### config.mk
export PLATFORM = sky130hd
export DESIGN_NAME = rxr_ring_writer
export DESIGN_NICKNAME = d
export VERILOG_FILES = /design/src/rtl/rxr_pkg.sv /design/src/rtl/rxr_desc_table.sv /design/src/rtl/rxr_word_packer.sv /design/src/rtl/rxr_frame_ctrl.sv /design/src/rtl/rxr_ring_writer.sv
export SDC_FILE = /design/constraint.sdc
export NUM_CORES = 1
export LEC_CHECK = 0
export BUFFER_PORTS_ARGS = -buffer_cell sky130_fd_sc_hd__buf_2
export CORE_MARGIN = 2
export CORE_UTILIZATION = 65
export DETAILED_ROUTE_END_ITERATION = 8
export GPL_TIMING_DRIVEN = 0
export PLACE_DENSITY = 0.82
export SLEW_MARGIN = 0
export SYNTH_ARGS = -nofsm -noshare
export SYNTH_HDL_FRONTEND = slang
export SYNTH_HIERARCHICAL = 1
export SYNTH_SLANG_ARGS = --single-unit
### constraint.sdc
create_clock -name clk -period 7.9 [get_ports clk]
set_input_delay 0.79 -clock clk [delete_from_list [all_inputs] [get_ports clk]]
set_output_delay 0.79 -clock clk [all_outputs]
set_load 0.02 [all_outputs]
### src/rtl/rxr_pkg.sv
package rxr_pkg;

  localparam int ST_LEN_W = 11;

  typedef struct packed {
    logic                bcast;
    logic                mcast;
    logic                eof;
    logic                sof;
    logic [ST_LEN_W-1:0] len;
  } rx_stat_t;

  typedef enum logic [1:0] {
    FS_IDLE = 2'd0,
    FS_FILL = 2'd1,
    FS_DROP = 2'd2
  } fstate_t;

  // Software-visible layout: 31 bcast, 30 mcast, 15 eof, 14 sof, 10:0 length
  function automatic logic [31:0] stat_word(input rx_stat_t s);
    return {s.bcast, s.mcast, 14'b0, s.eof, s.sof, 3'b0, s.len};
  endfunction

endpackage

### src/rtl/rxr_desc_table.sv
module rxr_desc_table
  import rxr_pkg::*;
#(
  parameter int          RING      = 32,
  parameter int          BUF_BYTES = 128,
  parameter logic [31:0] BUF_BASE  = 32'h0001_0000
) (
  input  logic                     clk,
  input  logic                     rst_n,
  input  logic [$clog2(RING)-1:0]  hw_idx,
  input  logic                     close_en,
  input  rx_stat_t                 close_stat,
  input  logic                     rel_en,
  input  logic [$clog2(RING)-1:0]  rd_idx,
  output logic                     hw_sw_owned,
  output logic [31:0]              hw_base,
  output logic                     hw_wrap,
  output logic [31:0]              rd_addr_word,
  output logic [31:0]              rd_stat_word
);

  localparam int IDX_W = $clog2(RING);

  function automatic logic [31:0] entry_base(input logic [IDX_W-1:0] i);
    return BUF_BASE + 32'(i) * 32'(BUF_BYTES);
  endfunction

  logic [RING-1:0] own_v;
  rx_stat_t        stat_v [RING];

  for (genvar g = 0; g < RING; g++) begin : g_entry
    logic     own_r;
    rx_stat_t stat_r;
    always_ff @(posedge clk) begin
      if (!rst_n) begin
        own_r  <= 1'b0;
        stat_r <= '0;
      end else if (close_en && hw_idx == IDX_W'(g)) begin
        // hardware handover wins over a same-cycle release
        own_r  <= 1'b1;
        stat_r <= close_stat;
      end else if (rel_en && rd_idx == IDX_W'(g)) begin
        own_r  <= 1'b0;
      end
    end
    assign own_v[g]  = own_r;
    assign stat_v[g] = stat_r;
  end

  logic rd_ok;
  assign rd_ok = int'(rd_idx) < RING;

  assign hw_sw_owned = own_v[hw_idx];
  assign hw_base     = entry_base(hw_idx);
  assign hw_wrap     = (int'(hw_idx) == RING - 1);

  always_comb begin
    rd_addr_word = '0;
    rd_stat_word = '0;
    if (rd_ok) begin
      rd_addr_word = entry_base(rd_idx)
                   | {30'b0, (int'(rd_idx) == RING - 1), own_v[rd_idx]};
      rd_stat_word = stat_word(stat_v[rd_idx]);
    end
  end

endmodule

### src/rtl/rxr_word_packer.sv
module rxr_word_packer (
  input  logic        clk,
  input  logic        rst_n,
  input  logic        in_en,
  input  logic [7:0]  in_byte,
  input  logic [1:0]  in_lane,
  input  logic [31:0] in_waddr,
  input  logic        in_flush,
  input  logic        in_drop,
  output logic        mem_we,
  output logic [31:0] mem_addr,
  output logic [31:0] mem_wdata,
  output logic [3:0]  mem_be
);

  logic [31:0] acc_d;
  logic [3:0]  acc_be;
  logic [31:0] merged_d;
  logic [3:0]  merged_be;

  always_comb begin
    merged_d                   = acc_d;
    merged_d[in_lane*8 +: 8]   = in_byte;
    merged_be                  = acc_be | (4'b0001 << in_lane);
  end

  always_ff @(posedge clk) begin
    if (!rst_n) begin
      acc_d     <= '0;
      acc_be    <= '0;
      mem_we    <= 1'b0;
      mem_addr  <= '0;
      mem_wdata <= '0;
      mem_be    <= '0;
    end else begin
      mem_we <= 1'b0;
      if (in_drop) begin
        acc_d  <= '0;
        acc_be <= '0;
      end else if (in_en) begin
        if (in_flush) begin
          mem_we    <= 1'b1;
          mem_addr  <= in_waddr;
          mem_wdata <= merged_d;
          mem_be    <= merged_be;
          acc_d     <= '0;
          acc_be    <= '0;
        end else begin
          acc_d  <= merged_d;
          acc_be <= merged_be;
        end
      end
    end
  end

endmodule

### src/rtl/rxr_frame_ctrl.sv
module rxr_frame_ctrl
  import rxr_pkg::*;
#(
  parameter int RING      = 32,
  parameter int BUF_BYTES = 128,
  parameter int MAX_FRAME = 1536
) (
  input  logic                    clk,
  input  logic                    rst_n,
  input  logic                    s_valid,
  output logic                    s_ready,
  input  logic [7:0]              s_data,
  input  logic                    s_last,
  input  logic                    s_err,
  input  logic                    s_bcast,
  input  logic                    s_mcast,
  input  logic                    desc_sw_owned,
  input  logic [31:0]             desc_base,
  input  logic                    desc_wrap,
  output logic [$clog2(RING)-1:0] cur_idx,
  output logic                    close_en,
  output rx_stat_t                close_stat,
  output logic                    pk_en,
  output logic [7:0]              pk_byte,
  output logic [1:0]              pk_lane,
  output logic [31:0]             pk_waddr,
  output logic                    pk_flush,
  output logic                    pk_drop,
  output logic                    evt_complete,
  output logic                    evt_overrun,
  output logic                    evt_bna,
  output logic                    evt_oversize
);

  localparam int IDX_W = $clog2(RING);
  localparam int OFF_W = $clog2(BUF_BYTES);
  localparam int LEN_W = $clog2(MAX_FRAME + 2);

  fstate_t          st_q;
  logic [IDX_W-1:0] idx_q;
  logic [OFF_W-1:0] off_q;
  logic [LEN_W-1:0] len_q;
  logic             first_q;
  logic             bc_q, mc_q;
  logic             rdy_q;

  logic             acc, live, starting;
  logic [LEN_W-1:0] len_next;
  logic             hit_own, hit_err, hit_big, abandon, take_byte;
  logic             buf_end, flag_bc, flag_mc;
  logic [IDX_W-1:0] idx_next;

  always_comb begin
    acc       = s_valid && rdy_q;
    live      = acc && (st_q != FS_DROP);
    starting  = (st_q == FS_IDLE);
    len_next  = len_q + LEN_W'(1);
    hit_own   = live && desc_sw_owned;
    hit_err   = live && !desc_sw_owned && s_err;
    hit_big   = live && !desc_sw_owned && !s_err && (int'(len_next) > MAX_FRAME);
    abandon   = hit_own || hit_err || hit_big;
    take_byte = live && !abandon;
    buf_end   = (off_q == OFF_W'(BUF_BYTES - 1));
    flag_bc   = starting ? s_bcast : bc_q;
    flag_mc   = starting ? s_mcast : mc_q;
    idx_next  = desc_wrap ? '0 : idx_q + IDX_W'(1);
  end

  assign s_ready = rdy_q;
  assign cur_idx = idx_q;

  assign close_en         = take_byte && (buf_end || s_last);
  assign close_stat.bcast = flag_bc;
  assign close_stat.mcast = flag_mc;
  assign close_stat.eof   = s_last;
  assign close_stat.sof   = first_q;
  assign close_stat.len   = s_last ? ST_LEN_W'(len_next) : '0;

  assign pk_en    = take_byte;
  assign pk_byte  = s_data;
  assign pk_lane  = off_q[1:0];
  assign pk_waddr = desc_base + 32'({off_q[OFF_W-1:2], 2'b00});
  assign pk_flush = (off_q[1:0] == 2'd3) || s_last;
  assign pk_drop  = abandon;

  always_ff @(posedge clk) begin
    if (!rst_n) begin
      st_q         <= FS_IDLE;
      idx_q        <= '0;
      off_q        <= '0;
      len_q        <= '0;
      first_q      <= 1'b1;
      bc_q         <= 1'b0;
      mc_q         <= 1'b0;
      rdy_q        <= 1'b0;
      evt_complete <= 1'b0;
      evt_overrun  <= 1'b0;
      evt_bna      <= 1'b0;
      evt_oversize <= 1'b0;
    end else begin
      rdy_q        <= 1'b1;
      evt_complete <= 1'b0;
      evt_overrun  <= hit_own;
      evt_bna      <= hit_own;
      evt_oversize <= hit_big;
      if (abandon) begin
        st_q    <= s_last ? FS_IDLE : FS_DROP;
        off_q   <= '0;
        len_q   <= '0;
        first_q <= 1'b1;
      end else if (take_byte) begin
        len_q <= len_next;
        if (starting) begin
          bc_q <= s_bcast;
          mc_q <= s_mcast;
        end
        if (close_en) begin
          idx_q   <= idx_next;
          off_q   <= '0;
          first_q <= 1'b0;
          if (s_last) begin
            st_q         <= FS_IDLE;
            len_q        <= '0;
            first_q      <= 1'b1;
            evt_complete <= 1'b1;
          end else begin
            st_q <= FS_FILL;
          end
        end else begin
          off_q <= off_q + OFF_W'(1);
          st_q  <= FS_FILL;
        end
      end else if (acc && st_q == FS_DROP && s_last) begin
        st_q <= FS_IDLE;
      end
    end
  end

endmodule

### src/rtl/rxr_ring_writer.sv
module rxr_ring_writer
  import rxr_pkg::*;
#(
  parameter int          RING      = 32,
  parameter int          BUF_BYTES = 128,
  parameter int          MAX_FRAME = 1536,
  parameter logic [31:0] BUF_BASE  = 32'h0001_0000
) (
  input  logic                    clk,
  input  logic                    rst_n,
  input  logic                    s_valid,
  output logic                    s_ready,
  input  logic [7:0]              s_data,
  input  logic                    s_last,
  input  logic                    s_err,
  input  logic                    s_bcast,
  input  logic                    s_mcast,
  output logic                    mem_we,
  output logic [31:0]             mem_addr,
  output logic [31:0]             mem_wdata,
  output logic [3:0]              mem_be,
  input  logic [$clog2(RING)-1:0] cpu_idx,
  input  logic                    cpu_rel,
  output logic [31:0]             cpu_addr_word,
  output logic [31:0]             cpu_stat_word,
  output logic                    evt_complete,
  output logic                    evt_overrun,
  output logic                    evt_bna,
  output logic                    evt_oversize
);

  localparam int IDX_W = $clog2(RING);

  logic [IDX_W-1:0] cur_idx;
  logic             close_en;
  rx_stat_t         close_stat;
  logic             desc_sw_owned, desc_wrap;
  logic [31:0]      desc_base;
  logic             pk_en, pk_flush, pk_drop;
  logic [7:0]       pk_byte;
  logic [1:0]       pk_lane;
  logic [31:0]      pk_waddr;

  rxr_frame_ctrl #(
    .RING(RING), .BUF_BYTES(BUF_BYTES), .MAX_FRAME(MAX_FRAME)
  ) u_ctrl (
    .clk(clk), .rst_n(rst_n),
    .s_valid(s_valid), .s_ready(s_ready), .s_data(s_data), .s_last(s_last),
    .s_err(s_err), .s_bcast(s_bcast), .s_mcast(s_mcast),
    .desc_sw_owned(desc_sw_owned), .desc_base(desc_base), .desc_wrap(desc_wrap),
    .cur_idx(cur_idx), .close_en(close_en), .close_stat(close_stat),
    .pk_en(pk_en), .pk_byte(pk_byte), .pk_lane(pk_lane), .pk_waddr(pk_waddr),
    .pk_flush(pk_flush), .pk_drop(pk_drop),
    .evt_complete(evt_complete), .evt_overrun(evt_overrun),
    .evt_bna(evt_bna), .evt_oversize(evt_oversize)
  );

  rxr_desc_table #(
    .RING(RING), .BUF_BYTES(BUF_BYTES), .BUF_BASE(BUF_BASE)
  ) u_table (
    .clk(clk), .rst_n(rst_n),
    .hw_idx(cur_idx), .close_en(close_en), .close_stat(close_stat),
    .rel_en(cpu_rel), .rd_idx(cpu_idx),
    .hw_sw_owned(desc_sw_owned), .hw_base(desc_base), .hw_wrap(desc_wrap),
    .rd_addr_word(cpu_addr_word), .rd_stat_word(cpu_stat_word)
  );

  rxr_word_packer u_pack (
    .clk(clk), .rst_n(rst_n),
    .in_en(pk_en), .in_byte(pk_byte), .in_lane(pk_lane), .in_waddr(pk_waddr),
    .in_flush(pk_flush), .in_drop(pk_drop),
    .mem_we(mem_we), .mem_addr(mem_addr), .mem_wdata(mem_wdata), .mem_be(mem_be)
  );

endmodule

# Yosys cells after proc, flatten, opt, wreduce, memory -nomap -nowiden
# Cells that the tools add are included.
# W data, S select, Z words.
# word_totals
ff_bits	649
input_bits	21
output_inout_bits	138
wordCells	513
# op_classes
add_sub_neg	7
order_cmp	4
eq_ne	68
n_shift	3
muxes	90
bitwise_logic	7
reduce_logical	125
# ops
operator	n
$eq A5 B5 Y1 const B	32
$eq A5 B4 Y1 const B	16
$bmux W15 S5	1
$logic_and A1 B1 Y1	75
$mux W1	73
$reduce_bool A2 Y1	32
$eq A5 B3 Y1 const B	8
$add A17 B12 Y18 const A	2
$neg A5 Y34	1
$shift A8 B34 Y32 const A	1
$shiftx A8 B34 Y32	1
$mux W11	3
$add A32 B7 Y32	1
$bwmux W32	1
$mux W32	1
$or A32 B2 Y32	1
$mux W15	2
$eq A5 B1 Y1 const B	4
$eq A5 B2 Y1 const B	4
$lt A5 B6 Y1 const B	2
$add A11 B1 Y11 const B	1
$gt A11 B11 Y1 const B	1
$bmux W1 S5	2
$logic_not A5 Y1	2
other kinds (23)	37

# Logic depth before layout (Yosys ltp)
# Gate-level depths: netlist (run 1).
# logic_depth
depth_word	13
ltp_mapped	18
ltp_nobuf	12

# Modules after synthesis
# The synthesis (run 1) kept the hierarchy.
# by_module_without_submodules
mod	instances	cells_per_inst	area_each_um2
rxr_desc_table	1	2795	24626.1
rxr_word_packer	1	467	4172.8
rxr_frame_ctrl	1	372	2745.1

# Least setup slack after synthesis (run 1)
# OpenSTA, ideal clock, no wires.
# synth_path
path_kind	flip-flop to flip-flop
from	register u_ctrl.idx_q[1] (netlist: u_ctrl/cur_idx[1])
to	register u_table/g_entry[0].stat_r[0] (netlist bit)
setup_ps	66
arrival_time_ps	3889
t_required_ps	7834
setup_slack_ps	3946
stages_incl_launch_ff	17
path_buffers	4
period_less_slack_ps	3954
path_cell_list	dfxtp_1 -> buf_6 -> buf_6 -> mux4_2 -> mux2_2 -> nor3b_1 -> nor4_1 -> or2_2 -> nor2_1 -> nand3_1 -> inv_1 -> buf_4 -> or4b_4 -> nor3_4 -> buf_6 -> nand2_1 -> a21boi_2
# synth_between
elab_chain_len	11
word_cells_on_any_way	15
# synth_rtl
element	line	rtl
from (decl)	rxr_frame_ctrl.sv:40	logic [IDX_W-1:0] idx_q;
from (signal assigned)	rxr_frame_ctrl.sv:118	idx_q <= idx_next;
$bmux W1 S5 *	rxr_desc_table.sv:53	assign hw_sw_owned = own_v[hw_idx];
$mux W1 (implied by the code) *	rxr_desc_table.sv:53	
via desc_sw_owned	rxr_ring_writer.sv:37	logic desc_sw_owned, desc_wrap;
$logic_not A1 Y1	rxr_frame_ctrl.sv:59, rxr_frame_ctrl.sv:60	
$logic_and A1 B1 Y1	rxr_frame_ctrl.sv:59, rxr_frame_ctrl.sv:60	
$logic_and A1 B1 Y1 (on tied branches)	rxr_frame_ctrl.sv:59, rxr_frame_ctrl.sv:60	
$logic_or A1 B1 Y1 / $logic_and A1 B1 Y1 (equally long branches)	rxr_frame_ctrl.sv:61, rxr_frame_ctrl.sv:60	
$logic_or A1 B1 Y1 *	rxr_frame_ctrl.sv:61	abandon = hit_own || hit_err || hit_big;
$logic_not A1 Y1 *	rxr_frame_ctrl.sv:62	take_byte = live && !abandon;
$logic_and A1 B1 Y1 *	rxr_frame_ctrl.sv:62	
$logic_and A1 B1 Y1 *	rxr_frame_ctrl.sv:72	assign close_en = take_byte && (buf_end || s_last);
via close_en	rxr_ring_writer.sv:35	logic close_en;
$logic_and A1 B1 Y1 *	rxr_desc_table.sv:38	end else if (close_en && hw_idx == IDX_W'(g)) begin
to (signal assigned)	rxr_desc_table.sv:41	stat_r <= close_stat;
to (decl)	rxr_desc_table.sv:33	rx_stat_t stat_r;
# The timed path passes the listed nets; every way through them passes the cells marked *. The select of a mux whose other input is x is not followed.
# A chain may end at the register's enable or synchronous reset.

# Worst setup path after layout (run 1)
# layout_path
from	register u_ctrl.idx_q[2] (netlist: u_ctrl/cur_idx[2])
to	register u_table/g_entry[31].stat_r[5] (netlist bit)
# layout_between
elab_chain_len	11
word_cells_on_any_way	15
# layout_rtl
element	line
$bmux W1 S5 *	rxr_desc_table.sv:53
$mux W1 (implied by the code) *	rxr_desc_table.sv:53
via desc_sw_owned	rxr_ring_writer.sv:37
$logic_not A1 Y1	rxr_frame_ctrl.sv:59, rxr_frame_ctrl.sv:60
$logic_and A1 B1 Y1	rxr_frame_ctrl.sv:59, rxr_frame_ctrl.sv:60
$logic_and A1 B1 Y1 (on tied branches)	rxr_frame_ctrl.sv:59, rxr_frame_ctrl.sv:60
$logic_or A1 B1 Y1 / $logic_and A1 B1 Y1 (equally long branches)	rxr_frame_ctrl.sv:61, rxr_frame_ctrl.sv:60
$logic_or A1 B1 Y1 *	rxr_frame_ctrl.sv:61
$logic_not A1 Y1 *	rxr_frame_ctrl.sv:62
$logic_and A1 B1 Y1 *	rxr_frame_ctrl.sv:62
$logic_and A1 B1 Y1 *	rxr_frame_ctrl.sv:72
via close_en	rxr_ring_writer.sv:35
$logic_and A1 B1 Y1 *	rxr_desc_table.sv:38
to (signal assigned)	rxr_desc_table.sv:41
to (decl)	rxr_desc_table.sv:33
# Marks and branches as above.

==> impl_metrics.tcl, run 1 <==
set metrics [dict create \
    outcome "complete, no violations" \
    post-route-worst-setup-slack_ns 2.27 \
    syn_area_um2 31500 \
    rrSetupSlack_ns 2.27 \
    holdBufCountCts 0 \
    wl_per_cell_um 23.3 \
    n_antenna_cell 0 \
    overflow 0 \
    rsz0062_at_grt "no" \
    design_area_um2 35300 \
    fin_skew_ns 0.0230 \
    cts_tree "yes" \
    antenna_left 0 \
    drt-pass1-iter-count 6 \
    vias 28300 \
    yosysUniqueCellTypes 85 \
    clock_sinks 649 \
    top_layer_used "met4" \
    fmax_ghz 0.178 \
    power_switching_mw 1.67 \
    drc 0 \
    synth_edf_count 0 \
    seqPwrFrac_pct 46.8 \
    async_flop_share_pct 0 \
    worst_slew_pin_slew_ns 1.11 \
    clock-root-buffer "clkbuf_16" \
    setup_tns_ns 0 \
    grt_use_total_pct 41.6 \
    internal_power_mw 5.37 \
    hold_viol 0 \
    die_area_um2 50300 \
    htree_levels 3 \
    hpwl_um 76500 \
    met2_length_um 45400 \
    crit_required_ns 8.38 \
    ys.flop_type "dfxtp_1" \
    coreArea_um2 47800 \
    avgSynthCellArea_um2 8.68 \
    synth-seq-area-share_pct 41.2 \
    io_pins 159 \
    p_per_area_nw_per_um2 199 \
    power_leakage_nw 12.8 \
    worstHoldStart "u_table/g_entry[23].stat_r[8]" \
    worstPathMaxFanout 10 \
    synthToLayoutAreaGrowth_pct 12.0 \
    cts_buffers 69 \
    ir_drop_mv 0.209 \
    clk_pin_slew_worst_paths_ns 0.06 \
    nNetsFinal 3916 \
    min_to "u_table/g_entry[23].stat_r[8]" \
    die_h_um 224 \
    drive_above_1_share_pct 15.1 \
    io_buffers 105 \
    cts_buffer_depth 3 \
    place_worst_setup_slack_ns 2.52 \
    finalMaxSlewViolations 0 \
    wl_um 106000 \
    max-cap-violations 0 \
    grt_pass1_vias 26500 \
    final_core_util_pct 73.9 \
    grt_max_degree 14 \
    cp-end-kind "flip-flop" \
    netlist_top_cells_area "dfxtp_1 (41%), nand2_1 (13%), a21boi_0 (11%), mux4_2 (5.0%), mux2i_1 (3.3%)" \
    p_clk_share_pct 46.4 \
    worstReg2RegEnd "u_table/g_entry[31].stat_r[5]" \
    die_x_um 224 \
    antenna_found_initial 0 \
    routed-wl-met3_um 11800 \
    yosys_warnings 6 \
    synth-seq-cells 649 \
    synthCells 3634 \
    hp-class "flip-flop to flip-flop" \
    synth_top_area_share_pct 41.2 \
    grt_pass1_wl_um 159000 \
    m1WireLength_um 41300 \
    via_per_inst 6.24 \
    fin_crit_ns 5.63 \
    whs_path_depth 2 \
    initial_core_util_pct 65.9 \
    cp-start-kind "flip-flop" \
    cp.arrival_ns 6.11 \
    post_cts_resized 0 \
    synth_top_area_cell "dfxtp_1" \
    worstReg2RegStart "u_ctrl/cur_idx[2]" \
    slew_headroom_pct 25.1 \
    place_congestion 1.02 \
    post_dp_cell_area_um2 33100 \
    critPathKind "flip-flop to flip-flop" \
    fin_crit_sh_pct 71.2 \
    post-cts-setup-buffers 0 \
    sw_frac_of_total_pct 23.7 \
    clock_latency_ns 0.62 \
    drt_iter0_markers 3682 \
    setup_violations 0 \
    reg2regPathDepth 17 \
    power_frac_comb_pct 6.8 \
    core.rowCount 80 \
]
-- power by group through the flow --
stage               clock, mW  sequential (mW)  combinational (mW)
floorplan                   0             3.38               0.302
global placement            0             3.37               0.455
detailed placement          0             3.37               0.457
CTS                      3.28             3.29               0.458
global route             3.40             3.29               0.493
finish                   3.26             3.29               0.477
-- metal layers --
layer  up-vias  GRT usage (%)
met3       337           9.58
met1     13500           55.1
li1      12800              -
met5         -              0
met4         0           25.8
met2      1660           61.6
-- layout make-up --
class                      count  area [um^2]
fill                        3684        12500
clock buffer                 103         2080
tap                          615          769
buffer                       411         2370
clock inverter                17          174
inverter                      18         67.6
sequential                   649        13000
timing repair buffer         105          526
multi-input combinational   2623        16400
-- per-stage QoR --
stage	hold slack, ns	cells	power, mW
after floorplan	0.430	3701	3.68
after global placement	0.436	4421	3.82
after detailed placement	0.442	4421	3.82
after CTS	0.448	4541	7.03
after global routing	0.465	4541	7.19
final	0.450	4541	7.04
-- cells by family (layout without fill, tap and decap cells) --
| kind of cell | count (synthesis) | count (layout) | share of synthesized area [%] |
|---|---|---|---|
| AOI/OAI and AO/OA | 892 | 892 | 20.2 |
| xor gates and xnor gates | 36 | 36 | 1.00 |
| adders and majority gates | 18 | 18 | 0.738 |
| buffers and inverters | 429 | 654 | 7.73 |
| DFF | 649 | 649 | 41.2 |
| muxes | 194 | 194 | 9.72 |
| other | 2 | 69 | 0.0238 |
| and+or+nand+nor | 1414 | 1414 | 19.4 |
-- critical path, cell delays in order (launching register included) --
cell,delay [ns]
dfxtp_1,0.55
buf_4,0.29
buf_4,0.26
mux4_2,0.38
a2111oi_0,0.43
nor4_1,0.22
or2_2,0.41
nor2_1,0.48
nand3_1,0.36
inv_1,0.22
buf_4,0.23
and2_1,0.18
buf_4,0.17
buf_4,0.18
nand3_1,0.48
buf_2,0.43
nand2_1,0.11
a21boi_0,0.09
-- cell usage in the layout, fill, tap and decap left out, types with 9 or more instances in the layout --
master and n:
a211oi_1 18, a21boi_0 453, a21boi_1 81, a21boi_2 10, a21oi_1 73, a221oi_1 17, a22o_1 22, a22oi_1 16
a32oi_1 26, and2_1 12, and3_1 13, buf_2 200, buf_4 123, buf_6 29, clkbuf_1 170, clkbuf_16 73
clkbuf_8 14, clkinv_2 9, conb_1 69, dfxtp_1 649, ha_1 17, inv_1 17, mux2i_1 104, mux4_1 13
mux4_2 70, nand2_1 1073, nand2b_1 12, nand3_1 69, nor2_1 83, nor2_2 10, nor2b_1 16, nor3_1 35
nor3b_1 9, nor4b_2 9, o21ai_0 55, o21ai_1 42, o22ai_1 44, xnor2_1 18, xor2_1 18
-- worst max path at each step --
stage | from | endpoint
after floorplan | u_ctrl/cur_idx[1] | u_table/g_entry[0].stat_r[0]
after global placement | u_ctrl/cur_idx[2] | u_table/g_entry[31].stat_r[2]
after detailed placement | u_ctrl/cur_idx[2] | u_table/g_entry[28].stat_r[1]
after CTS | u_ctrl/cur_idx[2] | u_table/g_entry[31].stat_r[5]
after global routing | u_ctrl/cur_idx[2] | u_table/g_entry[31].stat_r[5]
final | u_ctrl/cur_idx[2] | u_table/g_entry[31].stat_r[5]
-- registers in the layout, summed over array words and instances, names as in the netlist, 2 cells and up --
signal and cells:
u_table/g_entry.stat_r 480, u_pack/acc_d 32, u_pack/mem_addr 32, u_pack/mem_wdata 32
u_table/g_entry.own_r 32, u_ctrl/len_q 11, u_ctrl/off_q 7, u_ctrl/cur_idx 5
u_pack/acc_be 4, u_pack/mem_be 4, u_ctrl/st_q 2
-- Yosys cell counts, types with 5 or more instances --
| cell | instances |
|---|---|
| a211oi_1 | 18 |
| a21boi_0 | 453 |
| a21boi_1 | 81 |
| a21boi_2 | 10 |
| a21oi_1 | 73 |
| a221oi_1 | 17 |
| a22o_1 | 22 |
| a22oi_1 | 16 |
| a32oi_1 | 26 |
| and2_1 | 12 |
| and3_1 | 13 |
| buf_1 | 6 |
| buf_2 | 95 |
| buf_4 | 123 |
| buf_6 | 29 |
| clkbuf_1 | 154 |
| dfxtp_1 | 649 |
| ha_1 | 17 |
| inv_1 | 17 |
| mux2_2 | 5 |
| mux2i_1 | 104 |
| mux4_1 | 13 |
| mux4_2 | 70 |
| nand2_1 | 1073 |
| nand2b_1 | 12 |
| nand3_1 | 69 |
| nand3b_1 | 5 |
| nand4_1 | 7 |
| nor2_1 | 83 |
| nor2_2 | 10 |
| nor2b_1 | 16 |
| nor3_1 | 35 |
| nor3b_1 | 9 |
| nor4_1 | 6 |
| nor4b_2 | 9 |
| o21ai_0 | 55 |
| o21ai_1 | 42 |
| o221ai_1 | 7 |
| o22ai_1 | 44 |
| o31ai_1 | 7 |
| or3_1 | 6 |
| or4_1 | 5 |
| xnor2_1 | 18 |
| xor2_1 | 18 |
No activity file was read; power rests on OpenSTA's default activity.
==> run 2, diff against run 1 <==
--- a/config.mk
+++ b/config.mk
@@ -5,12 +5,13 @@
 export SDC_FILE = /design/constraint.sdc
 export NUM_CORES = 1
 export LEC_CHECK = 0
+export ABC_AREA = 1
 export BUFFER_PORTS_ARGS = -buffer_cell sky130_fd_sc_hd__buf_2
 export CORE_MARGIN = 2
-export CORE_UTILIZATION = 65
+export CORE_UTILIZATION = 56
 export DETAILED_ROUTE_END_ITERATION = 8
 export GPL_TIMING_DRIVEN = 0
-export PLACE_DENSITY = 0.82
+export PLACE_DENSITY = 0.75
 export SLEW_MARGIN = 0
 export SYNTH_ARGS = -nofsm -noshare
 export SYNTH_HDL_FRONTEND = slang
==> constraint.sdc (replaced) <==
create_clock -name clk -period 4.85 [get_ports clk]
set_input_delay 0.485 -clock clk [delete_from_list [all_inputs] [get_ports clk]]
set_output_delay 0.485 -clock clk [all_outputs]
set_load 0.02 [all_outputs]
==> run 2 against run 1 <==
  * The flow now finishes with violations (capacitance limit, slew limit)
  * Count of clock-buffer cells in the layout stayed put
  * Worst hold slack worse by 0.23 ns
  * Wire length is 33% higher
  * Global-route usage is 4.6 points higher
  * Die area is 19% higher
  * Sequential power is 64% higher
  * First-iteration DRC count is 43% higher
  * Clock power is 76% higher
  * Largest power group is now clock
  * Highest routed layer is now met5
==> impl_metrics.tcl, run 2 <==
set metrics [dict create \
    outcome "finished with violations" \
    violations "capacitance limit, slew limit" \
    wl_per_cell_um 23.5 \
    power_leakage_nw 15.2 \
    clock-root-buffer "clkbuf_16" \
    nNetsFinal 5234 \
    fin_cells 6021 \
    seqPwrFrac_pct 44.6 \
    clock_sinks 649 \
    yosys_warnings 6 \
    cp-start-kind "flip-flop" \
    die_area_um2 59800 \
    initial_core_util_pct 56.3 \
    reg2regPathDepth 23 \
    yosys-top-cells-count "nand2_1 (1677), dfxtp_1 (649), nor2_1 (482)" \
    worstReg2RegEnd "u_table/g_entry[30].stat_r[1]" \
    hpwl_um 102000 \
    vias 35600 \
    htree_levels 3 \
    synth-seq-cells 649 \
    drt-pass1-iter-count 6 \
    critPathKind "flip-flop to flip-flop" \
    hp-class "input pin to flip-flop" \
    avgSynthCellArea_um2 6.55 \
    cts_tree "yes" \
    drt_iter0_markers 5268 \
    grt_use_total_pct 46.1 \
    final_cell_mix "nand2_1 (1677), dfxtp_1 (648), nor2_1 (482), nand3_1 (479), a21oi_1 (469)" \
    wl_um 141000 \
    power_switching_mw 3.09 \
    antenna_left 0 \
    overflow 0 \
    cts_buffer_depth 3 \
    max-cap-violations 7 \
    ir_drop_mv 0.294 \
    min_to "u_table/g_entry[31].own_r" \
    cp.arrival_ns 5.22 \
    slew_headroom_pct -10.3 \
    ys.flop_type "dfxtp_1" \
    worstPathMaxFanout 10 \
    synth_edf_count 0 \
    drc 0 \
    fillCellCount 5670 \
    fin_skew_ns 0.0231 \
    p_per_area_nw_per_um2 329 \
    synthToLayoutAreaGrowth_pct 13.0 \
    synthCells 4948 \
    power_frac_comb_pct 7.7 \
    hold_viol 0 \
    fmax_ghz 0.213 \
    worstReg2RegStart "u_ctrl/cur_idx[0]" \
    synth-seq-area-share_pct 40.1 \
    layout_commonest_cell "nand2_1" \
    clock_latency_ns 0.62 \
    via_per_inst 5.91 \
    regMostFlops "u_table/g_entry.stat_r" \
    io_buffers 106 \
    post-cts-setup-buffers 0 \
    yosysUniqueCellTypes 40 \
    internal_power_mw 8.96 \
    coreArea_um2 57500 \
    place_congestion 1.10 \
    grt_max_degree 18 \
    setup_violations 0 \
    design_area_um2 36600 \
    antenna_found_initial 9 \
    die_h_um 244 \
    p_clk_share_pct 47.7 \
    worstHoldStart "cpu_rel" \
    cp-end-kind "flip-flop" \
    drive_above_1_share_pct 11.5 \
    die_x_um 244 \
    grt_pass1_wl_um 204000 \
    crit_required_ns 5.38 \
    largest_reg_flops 480 \
    grt_pass1_vias 32500 \
    rsz0062_at_grt "no" \
    setup_tns_ns 0 \
    synth_top_area_share_pct 40.1 \
    worst_slew_pin_slew_ns 1.65 \
    io_pins 159 \
    yosysMostFrequentCell "nand2_1" \
    place_inst 5886 \
    synth_top_area_cell "dfxtp_1" \
    syn_area_um2 32400 \
    rrSetupSlack_ns 0.16 \
    post_dp_cell_area_um2 34100 \
    sw_frac_of_total_pct 25.6 \
    clk_pin_slew_worst_paths_ns 0.06 \
    fin_crit_sh_pct 96.7 \
    fin_crit_ns 4.69 \
    async_flop_share_pct 0 \
    whs_path_depth 4 \
    core.rowCount 88 \
    cts_buffers 72 \
    netlist_top_cells_area "dfxtp_1 (40%), nand2_1 (19%), nand3_1 (7.4%), a21oi_1 (7.2%), nor2_1 (5.6%)" \
    finalMaxSlewViolations 80 \
]
[run 2: changes by cell type after synthesis, moves of 50 or more]
| cell | delta |
|---|---|
| mux4_2 | -70 |
| nand2_1 | +604 |
| buf_2 | +50 |
| o21ai_0 | +225 |
| mux2i_1 | -104 |
| nor2_1 | +399 |
| a21boi_1 | -81 |
| a21oi_1 | +396 |
| a21boi_0 | -453 |
| nand4_1 | +57 |
| inv_1 | +162 |
| nand3_1 | +410 |
[run 2: per-stage QoR]
stage	util, %	worst slack [ns]	total power, mW	hold slack (ns)
finish	63.7	0.158	12.0	0.223
detailed placement	59.4	0.109	6.36	0.438
floorplan	-	1.68	6.02	0.424
global placement	59.4	0.162	6.35	0.434
CTS	63.6	0.0882	12.0	0.195
global route	63.6	0.0556	12.3	0.230
[run 2: repair_timing]
action,CTS,global route
setup endpoints to repair,0,169
hold buffers,0,0
gates resized for setup,0,1
[run 2: layout make-up]
| cell class | count | area [um^2] | share of cell area, % |
|---|---|---|---|
| plain buffers | 461 | 2470 | 6.75 |
| well taps | 765 | 957 | 2.62 |
| flip-flops and latches | 649 | 13000 | 35.5 |
| inverters | 202 | 761 | 2.08 |
| diodes | 7 | 17.5 | 0.0479 |
| clock buffers | 103 | 2140 | 5.86 |
| multi-input cells | 3703 | 16400 | 44.8 |
| repair buffers | 106 | 531 | 1.45 |
| clock inverters | 25 | 312 | 0.851 |
[run 2: power by group through the flow]
stage / clock network (mW) / registers (mW) / logic (mW)
5_1_grt: 5.99 / 5.38 / 0.948
2_1_floorplan: 0 / 5.51 / 0.502
3_3_place_gp: 0 / 5.49 / 0.859
6_report: 5.75 / 5.38 / 0.923
4_1_cts: 5.76 / 5.38 / 0.866
3_5_place_dp: 0 / 5.49 / 0.863
[run 2: how the worst max path moves through the flow]
stage / cells past startpoint / to / startpoint
after global routing: 23 / u_table/g_entry[30].stat_r[3] / u_ctrl/cur_idx[0]
after floorplan: 23 / u_table/g_entry[16].stat_r[8] / u_ctrl/cur_idx[0]
after CTS: 23 / u_table/g_entry[30].stat_r[6] / u_ctrl/cur_idx[0]
after detailed placement: 23 / u_table/g_entry[30].stat_r[6] / u_ctrl/cur_idx[0]
after global placement: 23 / u_table/g_entry[30].stat_r[6] / u_ctrl/cur_idx[0]
final: 23 / u_table/g_entry[30].stat_r[1] / u_ctrl/cur_idx[0]
[run 2: routing by layer]
metal  wire length, um  track usage, %  vias up
met1             54600            60.5    16400
met2             55800            63.9     2447
li1                  -               -    16200
met5                20               0        -
met4             10400            30.2        4
met3             20400            15.7      543
[run 2: kinds of logic (layout without fill, tap and decap cells)]
group | Yosys count | in the layout | synth area share (%)
multiplexers | 2 | 2 | 0.0695
XOR/XNOR | 35 | 35 | 0.947
adder cells (fa/ha/maj) | 18 | 18 | 0.719
flip-flops | 649 | 649 | 40.1
other | 2 | 76 | 0.0232
AND/OR/NAND/NOR | 2802 | 2802 | 36.0
AO/OA/AOI/OAI | 777 | 777 | 12.2
buffers and inverters | 663 | 897 | 9.98
[run 2: worst max-delay path: stages (launching register included)]
cell and delay [ns]:
dfxtp_2 0.53, buf_4 0.28, buf_4 0.22, nand2_1 0.06, o21ai_0 0.08, nand2_1 0.07, nand2_1 0.09, nand2_1 0.05
nand3_1 0.17, nor2_1 0.06, nor2_1 0.37, nor3_4 0.15, nand3_1 0.14, nor2_2 0.06, nand2_4 0.14, nand3_2 0.18
inv_1 0.13, nand2_1 0.07, inv_1 0.25, buf_4 0.33, buf_2 0.42, buf_2 0.38, nand3_1 0.13, a21oi_1 0.20
